==> src/rtl/casc_fifo_pkg.sv <==
package casc_fifo_pkg;
  typedef enum logic [1:0] {
    ROLE_HEAD  = 2'd0,
    ROLE_INNER = 2'd1,
    ROLE_TAIL  = 2'd2,
    ROLE_SOLO  = 2'd3
  } stage_role_e;

  function automatic bit role_pulls(stage_role_e r);
    return (r == ROLE_INNER) || (r == ROLE_TAIL);
  endfunction

  function automatic bit role_feeds(stage_role_e r);
    return (r == ROLE_HEAD) || (r == ROLE_INNER);
  endfunction
endpackage

==> src/rtl/fifo_store.sv <==
module fifo_store #(
  parameter int DW    = 8,
  parameter int DEPTH = 16
) (
  input  logic          clk,
  input  logic          rst,
  input  logic          push,
  input  logic [DW-1:0] push_data,
  input  logic          pop,
  output logic [DW-1:0] head_data,
  output logic          full,
  output logic          empty
);
  localparam int AW = (DEPTH > 1) ? $clog2(DEPTH) : 1;
  localparam int CW = $clog2(DEPTH + 1);

  logic [DW-1:0] mem [DEPTH];
  logic [AW-1:0] wr_ptr, rd_ptr;
  logic [CW-1:0] count;
  logic          do_push, do_pop;

  assign do_push = push && !full;
  assign do_pop  = pop && !empty;

  // storage without reset so it maps onto RAM
  always_ff @(posedge clk) begin
    if (do_push) mem[wr_ptr] <= push_data;
  end

  always_ff @(posedge clk) begin
    if (rst) begin
      wr_ptr <= '0;
      rd_ptr <= '0;
      count  <= '0;
    end else begin
      if (do_push) wr_ptr <= wr_ptr + 1'b1;
      if (do_pop)  rd_ptr <= rd_ptr + 1'b1;
      case ({do_push, do_pop})
        2'b10:   count <= count + 1'b1;
        2'b01:   count <= count - 1'b1;
        default: count <= count;
      endcase
    end
  end

  assign head_data = mem[rd_ptr];
  assign full      = (count == CW'(DEPTH));
  assign empty     = (count == '0);
endmodule

==> src/rtl/stage_intake.sv <==
module stage_intake
  import casc_fifo_pkg::*;
#(
  parameter stage_role_e ROLE = ROLE_SOLO,
  parameter int          DW   = 8
) (
  input  logic          full,
  input  logic          wr_en,
  input  logic [DW-1:0] wr_data,
  input  logic          up_empty,
  input  logic [DW-1:0] up_data,
  output logic          up_rd,
  output logic          push,
  output logic [DW-1:0] push_data
);
  logic unused_intake;
  assign unused_intake = ^{wr_en, wr_data, up_empty, up_data};

  if (role_pulls(ROLE)) begin : g_pull
    // pull a word whenever upstream has one and there is room here
    assign up_rd     = !up_empty && !full;
    assign push      = up_rd;
    assign push_data = up_data;
  end else begin : g_user
    assign up_rd     = 1'b0;
    assign push      = wr_en && !full;
    assign push_data = wr_data;
  end
endmodule

==> src/rtl/stage_outlet.sv <==
module stage_outlet
  import casc_fifo_pkg::*;
#(
  parameter stage_role_e ROLE = ROLE_SOLO,
  parameter int          DW   = 8
) (
  input  logic          empty,
  input  logic [DW-1:0] head_data,
  input  logic          dn_rd,
  input  logic          rd_en,
  output logic          pop,
  output logic          dn_empty,
  output logic [DW-1:0] dn_data,
  output logic [DW-1:0] rd_data,
  output logic          rd_empty
);
  logic unused_outlet;
  assign unused_outlet = ^{dn_rd, rd_en};

  if (role_feeds(ROLE)) begin : g_feed
    assign pop      = dn_rd && !empty;
    assign dn_empty = empty;
    assign dn_data  = head_data;
    assign rd_data  = '0;
    assign rd_empty = 1'b1;
  end else begin : g_serve
    assign pop      = rd_en && !empty;
    assign dn_empty = 1'b1;
    assign dn_data  = '0;
    assign rd_data  = head_data;
    assign rd_empty = empty;
  end
endmodule

==> src/rtl/chain_fifo_stage.sv <==
module chain_fifo_stage
  import casc_fifo_pkg::*;
#(
  parameter stage_role_e ROLE  = ROLE_SOLO,
  parameter int          DW    = 8,
  parameter int          DEPTH = 16
) (
  input  logic          clk,
  input  logic          rst,
  input  logic          wr_en_i,
  input  logic [DW-1:0] wr_data_i,
  output logic          full_o,
  input  logic          up_empty_i,
  input  logic [DW-1:0] up_data_i,
  output logic          up_rd_o,
  input  logic          dn_rd_i,
  output logic          dn_empty_o,
  output logic [DW-1:0] dn_data_o,
  input  logic          rd_en_i,
  output logic [DW-1:0] rd_data_o,
  output logic          rd_empty_o
);
  logic          push, pop, empty;
  logic [DW-1:0] push_data, head_data;

  stage_intake #(.ROLE(ROLE), .DW(DW)) u_intake (
    .full      (full_o),
    .wr_en     (wr_en_i),
    .wr_data   (wr_data_i),
    .up_empty  (up_empty_i),
    .up_data   (up_data_i),
    .up_rd     (up_rd_o),
    .push      (push),
    .push_data (push_data)
  );

  fifo_store #(.DW(DW), .DEPTH(DEPTH)) u_store (
    .clk       (clk),
    .rst       (rst),
    .push      (push),
    .push_data (push_data),
    .pop       (pop),
    .head_data (head_data),
    .full      (full_o),
    .empty     (empty)
  );

  stage_outlet #(.ROLE(ROLE), .DW(DW)) u_outlet (
    .empty     (empty),
    .head_data (head_data),
    .dn_rd     (dn_rd_i),
    .rd_en     (rd_en_i),
    .pop       (pop),
    .dn_empty  (dn_empty_o),
    .dn_data   (dn_data_o),
    .rd_data   (rd_data_o),
    .rd_empty  (rd_empty_o)
  );
endmodule

==> config.mk <==
export PLATFORM = sky130hd
export DESIGN_NAME = chain_fifo_stage
export DESIGN_NICKNAME = d
export VERILOG_FILES = /design/src/rtl/casc_fifo_pkg.sv /design/src/rtl/fifo_store.sv /design/src/rtl/stage_intake.sv /design/src/rtl/stage_outlet.sv /design/src/rtl/chain_fifo_stage.sv
export SDC_FILE = /design/constraint.sdc
export NUM_CORES = 1
export LEC_CHECK = 0
export ABC_AREA = 1
export BUFFER_PORTS_ARGS = -buffer_cell sky130_fd_sc_hd__buf_2
export CORE_UTILIZATION = 25
export DETAILED_ROUTE_END_ITERATION = 10
export GPL_ROUTABILITY_DRIVEN = 0
export HOLD_SLACK_MARGIN = 0.03
export PLACE_DENSITY_LB_ADDON = 0.12
export SLEW_MARGIN = 25
export SYNTH_ARGS = -nofsm -noshare
export SYNTH_HDL_FRONTEND = slang
export SYNTH_SLANG_ARGS = --single-unit
==> constraint.sdc <==
create_clock -name clk -period 2.25 [get_ports clk]
set_input_delay 0.45 -clock clk [delete_from_list [all_inputs] [get_ports clk]]
set_output_delay 0.45 -clock clk [all_outputs]
set_load 0.01 [all_outputs]
# --- Yosys cells after proc, flatten, opt, wreduce, memory -nomap -nowiden ---
# Memories as Yosys holds them, arrays and structs flattened. A register that Yosys moved wholly into a read port is not among the register bits.
# Index checks and enable logic that the tools add are counted.
totals:
  ff_bits: 13
  latchBits: 0
  ramBits: 128
  romBits: 0
  input_bits: 22
  output_inout_bits: 20
  word_cells: 24
  mem_count: 1
op_classes:
  addsub: 4
  multipliers: 0
  div: 0
  magnitude_cmp: 0
  n_eq_ne: 3
  shift: 0
  mux: 5
  bitwise: 0
  reduce_logical: 8
memory_table:
  columns: ["name", "words", "width", "rd", "rd_ports_with_merged_regs", "write_ports", "line_no", "rtl"]
  rows:
  - ["u_store.mem", 16, 8, 1, 1, 1, "fifo_store.sv:17", "logic [DW-1:0] mem [DEPTH];"]
ops:
  columns: ["operator", "count"]
  rows:
  - ["5-bit case mux with 2 select lines", 1]
  - ["4-bit by 1-bit adder with 4-bit output (second input constant)", 2]
  - ["4-bit 2-to-1 mux", 2]
  - ["5-bit by 1-bit adder with 5-bit output (second input constant)", 1]
  - ["5-bit equality test (second input constant)", 1]
  - ["5-bit zero test", 1]
  - ["5-bit by 1-bit subtractor with 5-bit output (second input constant)", 1]
  - ["1-bit logical AND", 4]
  - ["2-bit by 1-bit equality test with 1-bit output (second input constant)", 1]
  - ["2-bit equality test (second input constant)", 1]
  - ["1-bit zero test", 2]
  - ["1-bit 2-to-1 mux", 2]
  - ["2-bit nonzero test", 1]

# --- Logic depth before layout (Yosys ltp) ---
logic_depth:
  depth_word: 6
  mapped_depth: 16
  mapped_depth_nobuf: 16

# --- By module ---
# A second synthesis with hierarchy kept.
hier_totals:
  hier_cells: 514
  area_unflattened_um2: 6368.6
modules_own_cells:
  columns: ["mod", "n_inst", "cells_per_inst", "area_each_um2", "seq_area_each_um2"]
  rows:
  - ["fifo_store", 1, 480, 6134.6, 4184.0]
  - ["stage_outlet", 1, 22, 152.6, 0.0]
  - ["stage_intake", 1, 12, 81.3, 0.0]

# --- Worst setup path before layout ---
# OpenSTA, ideal clock, no wires.
synth_path:
  kind: "register to register"
  start: "register u_store.count[3]"
  end: "register u_store.count[4]"
  setup_time_ns: 0.117
  arrival_ns: 1.834
  required_ns: 2.133
  setup_slack_ns: 0.299
  path_stages_with_launch: 17
  path_buffers: 0
  synth_period_minus_slack_ns: 1.951
  cell_sequence: "dfxtp_1 -> nor2_1 -> nand4_1 -> nand2_1 -> inv_1 -> ha_1 -> nand2_1 -> inv_1 -> nor2_1 -> ha_1 -> inv_1 -> nand2_1 -> nand3_1 -> nand3_1 -> nand2_1 -> nor2_1 -> nor2_1"
synth_via:
  elab_chain_cells: 6
  elab_cells_between_ends: 14
  cone_classes: "add/sub: 2; eq/ne: 3; mux: 1; reduce/logical: 8"
synth_rtl:
  columns: ["item", "line_no", "rtl"]
  rows:
  - ["from (decl)", "fifo_store.sv:19", "logic [CW-1:0] count;"]
  - ["from (signal assigned)", "fifo_store.sv:39", "2'b10: count <= count + 1'b1;"]
  - ["from (signal assigned)", "fifo_store.sv:40", "2'b01: count <= count - 1'b1;"]
  - ["from (signal assigned)", "fifo_store.sv:41", "default: count <= count;"]
  - ["5-bit equality test / 5-bit zero test (equally long branches)", "fifo_store.sv:47, fifo_store.sv:48", null]
  - ["1-bit zero test, on equally long branches", null, null]
  - ["1-bit logical AND, on equally long branches", "stage_intake.sv:26, stage_outlet.sv:27", null]
  - ["1-bit logical AND, on equally long branches", "fifo_store.sv:22, fifo_store.sv:23", null]
  - ["2-bit by 1-bit equality test with 1-bit output / 2-bit equality test (equally long branches)", "fifo_store.sv:38", "case ({do_push, do_pop})"]
  - ["5-bit case mux with 2 select lines / 2-bit nonzero test (equally long branches)", null, null]
# Several ways; a longest one is shown, not always the timed one.
# A chain may end at the register's enable or synchronous reset.

==> tab_implementation.tex <==
\begin{tabular}{lr}
\hline
Metric & Value \\
\hline
\multicolumn{2}{l}{\textbf{Synth}} \\
Prevailing post-synth register cell & edfxtp\_1 \\
Async SR Flop Fraction & 0\% \\
Average cell area after synthesis & 11.30 sq um \\
Synth warn & 0 \\
Cell count after synthesis & 556 \\
Count of flip-flops with a built-in enable after synthesis & 128 \\
Part of the Yosys area used for sequential elements & 66.61\% \\
Summed instance area of the synthesized netlist & roughly 6300 sq um \\
Total of flip-flops plus latches after synthesis & 145 \\
Count of unique library cells instantiated by Yosys & 23 \\
\multicolumn{2}{l}{\textbf{Power and ir drop}} \\
Overall power of the completed layout & between 8000 and 9000 uW \\
P per Cell Area & 1054 nW/um\^{}2 \\
Standby leakage power & 0.002975 uW \\
Maximum vdd ir drop & 530.1 uV \\
\multicolumn{2}{l}{\textbf{Setup path}} \\
Cell family with most CP delay & buffers and inverters \\
Kind of critical path & flip-flop to primary output \\
Buffers plus inverters on the worst setup path & 3 \\
Highest cell delay on the worst timing path & $\sim$0.38 ns \\
Critical Path End Type & primary output \\
Top fanout value on the critical path & 8 \\
Most common cell on crit path & nand3\_1 \\
CP Data Required Time & roughly 1.8 ns \\
Worst EP arrival & 1.75 ns \\
Cell-by-cell listing of the critical path & buf\_12, buf\_16, o211ai\_1, nand3\_1, nand3\_1, nand2\_1, buf\_2 \\
Critical-path cell with the highest stage delay & dfxtp\_4 \\
Setup slack of the worst register-to-register path & 0.25 ns \\
Worst setup SP type & flip-flop \\
\multicolumn{2}{l}{\textbf{Clock tree}} \\
CTS HTree Levels & 4 \\
CTS sink cnt & 145 \\
Cts bufs inserted & 17 \\
Worst-Skew Late Latency & 0.42 ns \\
CTS root buf & clkbuf\_16 \\
Clock tree from TritonCTS & done \\
Clock slew at reported path FFs & 0.06 ns \\
Maximum count of clock buffers along a single path & 2 \\
\multicolumn{2}{l}{\textbf{Drt}} \\
DRT Pass-1 Iters & 4 \\
DRC errors left & 0 \\
Drt total wl & 15070 microns \\
First DRT Iteration DRCs & 219 \\
Detailed-route via count & 3993 \\
Vias per Instance & 4.199 \\
Wire per inst & 15.84 microns \\
Residual antenna-violating net count after detailed routing & 0 \\
\multicolumn{2}{l}{\textbf{Global route}} \\
Antenna violations before repair & 0 \\
Via count of the first global-routing pass & 3828 \\
Met3 routing resource usage after global routing & approximately 2.4\% \\
GRT Residual Overflow & 0 \\
Wire length of the first global-routing pass & 22780 microns \\
Overall Global Routing Usage & about an eighth \\
Maximum number of pins on one net before global-route repair & 37 \\
Global routing's busiest layer & met2 \\
Global routing usage on met2 & 19.85\% \\
Met1 layer usage reported by global route & 15.66\% \\
\multicolumn{2}{l}{\textbf{Floorplan}} \\
Initial Util & 25.68\% \\
Site row count & 57 \\
DIE WIDTH & between 150 and 200 microns \\
Core footprint & 24460 sq um \\
Die Y-Extent & 160.5 microns \\
Area enclosed by the die boundary & 25760 sq um \\
IO Count & 42 \\
\multicolumn{2}{l}{\textbf{STA}} \\
RSZ-0062 raised after global routing & true \\
Count of final setup violators & 0 \\
Pins Over Slew Limit & 0 \\
Fin Hold WS & 0.2944 ns \\
Worst Skew & 0.01139 ns \\
Maximum clock rate & 453.6 MHz \\
Crit share post-route & 97.98\% \\
Summed negative setup slack over all endpoints & 0 ns \\
Final hold violations & 0 \\
Fin crit period & 2.205 ns \\
\multicolumn{2}{l}{\textbf{Final layout}} \\
Flip-flop and latch area & 4189 sq um \\
Share of layout cells above drive strength 1 & 22.97\% \\
Layout filler cell count & 2456 \\
Leading cell types in the layout, fill and taps excluded & 128 x edfxtp\_1, 89 x inv\_1, 64 x nand2\_1 \\
Leading cell type in the layout, fill and taps excluded & edfxtp\_1 \\
Net count of the finished layout & 645 \\
Area Overhead vs Synth & 25.82\% \\
Count of inserted antenna diode cells & 0 \\
Area of the multi-input gates & 1710 sq um \\
\multicolumn{2}{l}{\textbf{Worst hold path}} \\
Type of the worst min-delay path & primary input to flip-flop \\
\multicolumn{2}{l}{\textbf{Placement}} \\
Post-detail-place hpwl & 9166 microns \\
Input/output buffers & 21 \\
\multicolumn{2}{l}{\textbf{Status}} \\
Run status & complete, no violations \\
\multicolumn{2}{l}{\textbf{Run}} \\
Max-Cap Viols & 0 \\
\hline
\end{tabular}
[Yosys cell counts (5+ instances only)]
master | n | area share, %
o211ai_2 | 10 | 2.0
buf_2 | 15 | 1.2
a21oi_1 | 44 | 3.5
ha_1 | 9 | 1.8
o211ai_1 | 22 | 2.6
o21ai_0 | 38 | 3.0
nand2_1 | 70 | 4.2
edfxtp_1 | 128 | 61
dfxtp_1 | 17 | 5.4
inv_1 | 89 | 5.3
nand3_1 | 55 | 4.4
nor2_1 | 25 | 1.5
buf_4 | 11 | 1.3
xor2_1 | 5 | 0.70
[registers in the layout, summed over array words and instances (netlist names), named ones only]
register and flops:
u_store.wr_ptr 4, u_store.count 5, u_store.rd_ptr 4, u_store.mem 128
[stage by stage]
step | cells | setup slack (ns) | util (%) | instance area, sq um
floorplan | 564 | 0.2992 | - | 6311
global placement | 902 | 0.08697 | 28.12 | 6878
detailed placement | 902 | 0.1120 | 28.12 | 6878
CTS | 945 | -0.002685 | 31.33 | 7664
global route | 951 | -0.05458 | 32.31 | 7903
finish | 951 | 0.04546 | 32.31 | 7903
[area by class of cell]
| class | instances | area share, % |
|---|---|---|
| timing repair buffer | 66 | 8.993 |
| clock buffer | 17 | 5.383 |
| sequential | 145 | 53.01 |
| clock inverter | 15 | 1.615 |
| tap | 324 | 5.130 |
| multi-input combinational | 295 | 21.64 |
| inverter | 89 | 4.227 |
[cell families (layout without fill, tap and decap cells)]
kind of cell | count (synthesis) | count (layout) | share of synthesized area [%]
simple gates | 153 | 153 | 10.36
flops | 145 | 145 | 66.61
buf+inv | 124 | 187 | 8.844
compound gates | 117 | 117 | 11.43
fa+ha+maj | 9 | 9 | 1.793
xor+xnor | 6 | 6 | 0.8366
other cells | 2 | 10 | 0.1196
[power breakdown]
part	leakage, uW	switching, uW	total, uW	internal, uW
registers	0.00130	93.7	3160	3070
logic	0.00142	1390	2530	1150
clock network	0.000259	1190	2630	1440
[per-layer routing]
layer,wire (microns),up-vias
met1,7156,1910
li1,-,2013
met2,7331,56
met5,0,-
met4,202,0
met3,375,14
[what timing repair did]
item,in CTS,in global routing
hold buffers,0,0
resized for setup,30,40
pin swaps,18,31
setup endpoints to repair,8,10
cloned,2,5
buffers inserted,9,1
[path summary, 6_finish.rpt]
check	depth (start not counted)	start	endpoint
max reg2reg	16	u_store.count[3]	u_store.count[4]
max	7	flip-flop	rd_data_o[4]
min reg2reg	2	u_store.wr_ptr[3]	u_store.wr_ptr[3]
min	2	rst	u_store.wr_ptr[2]
No activity file was read; power rests on OpenSTA's default activity.
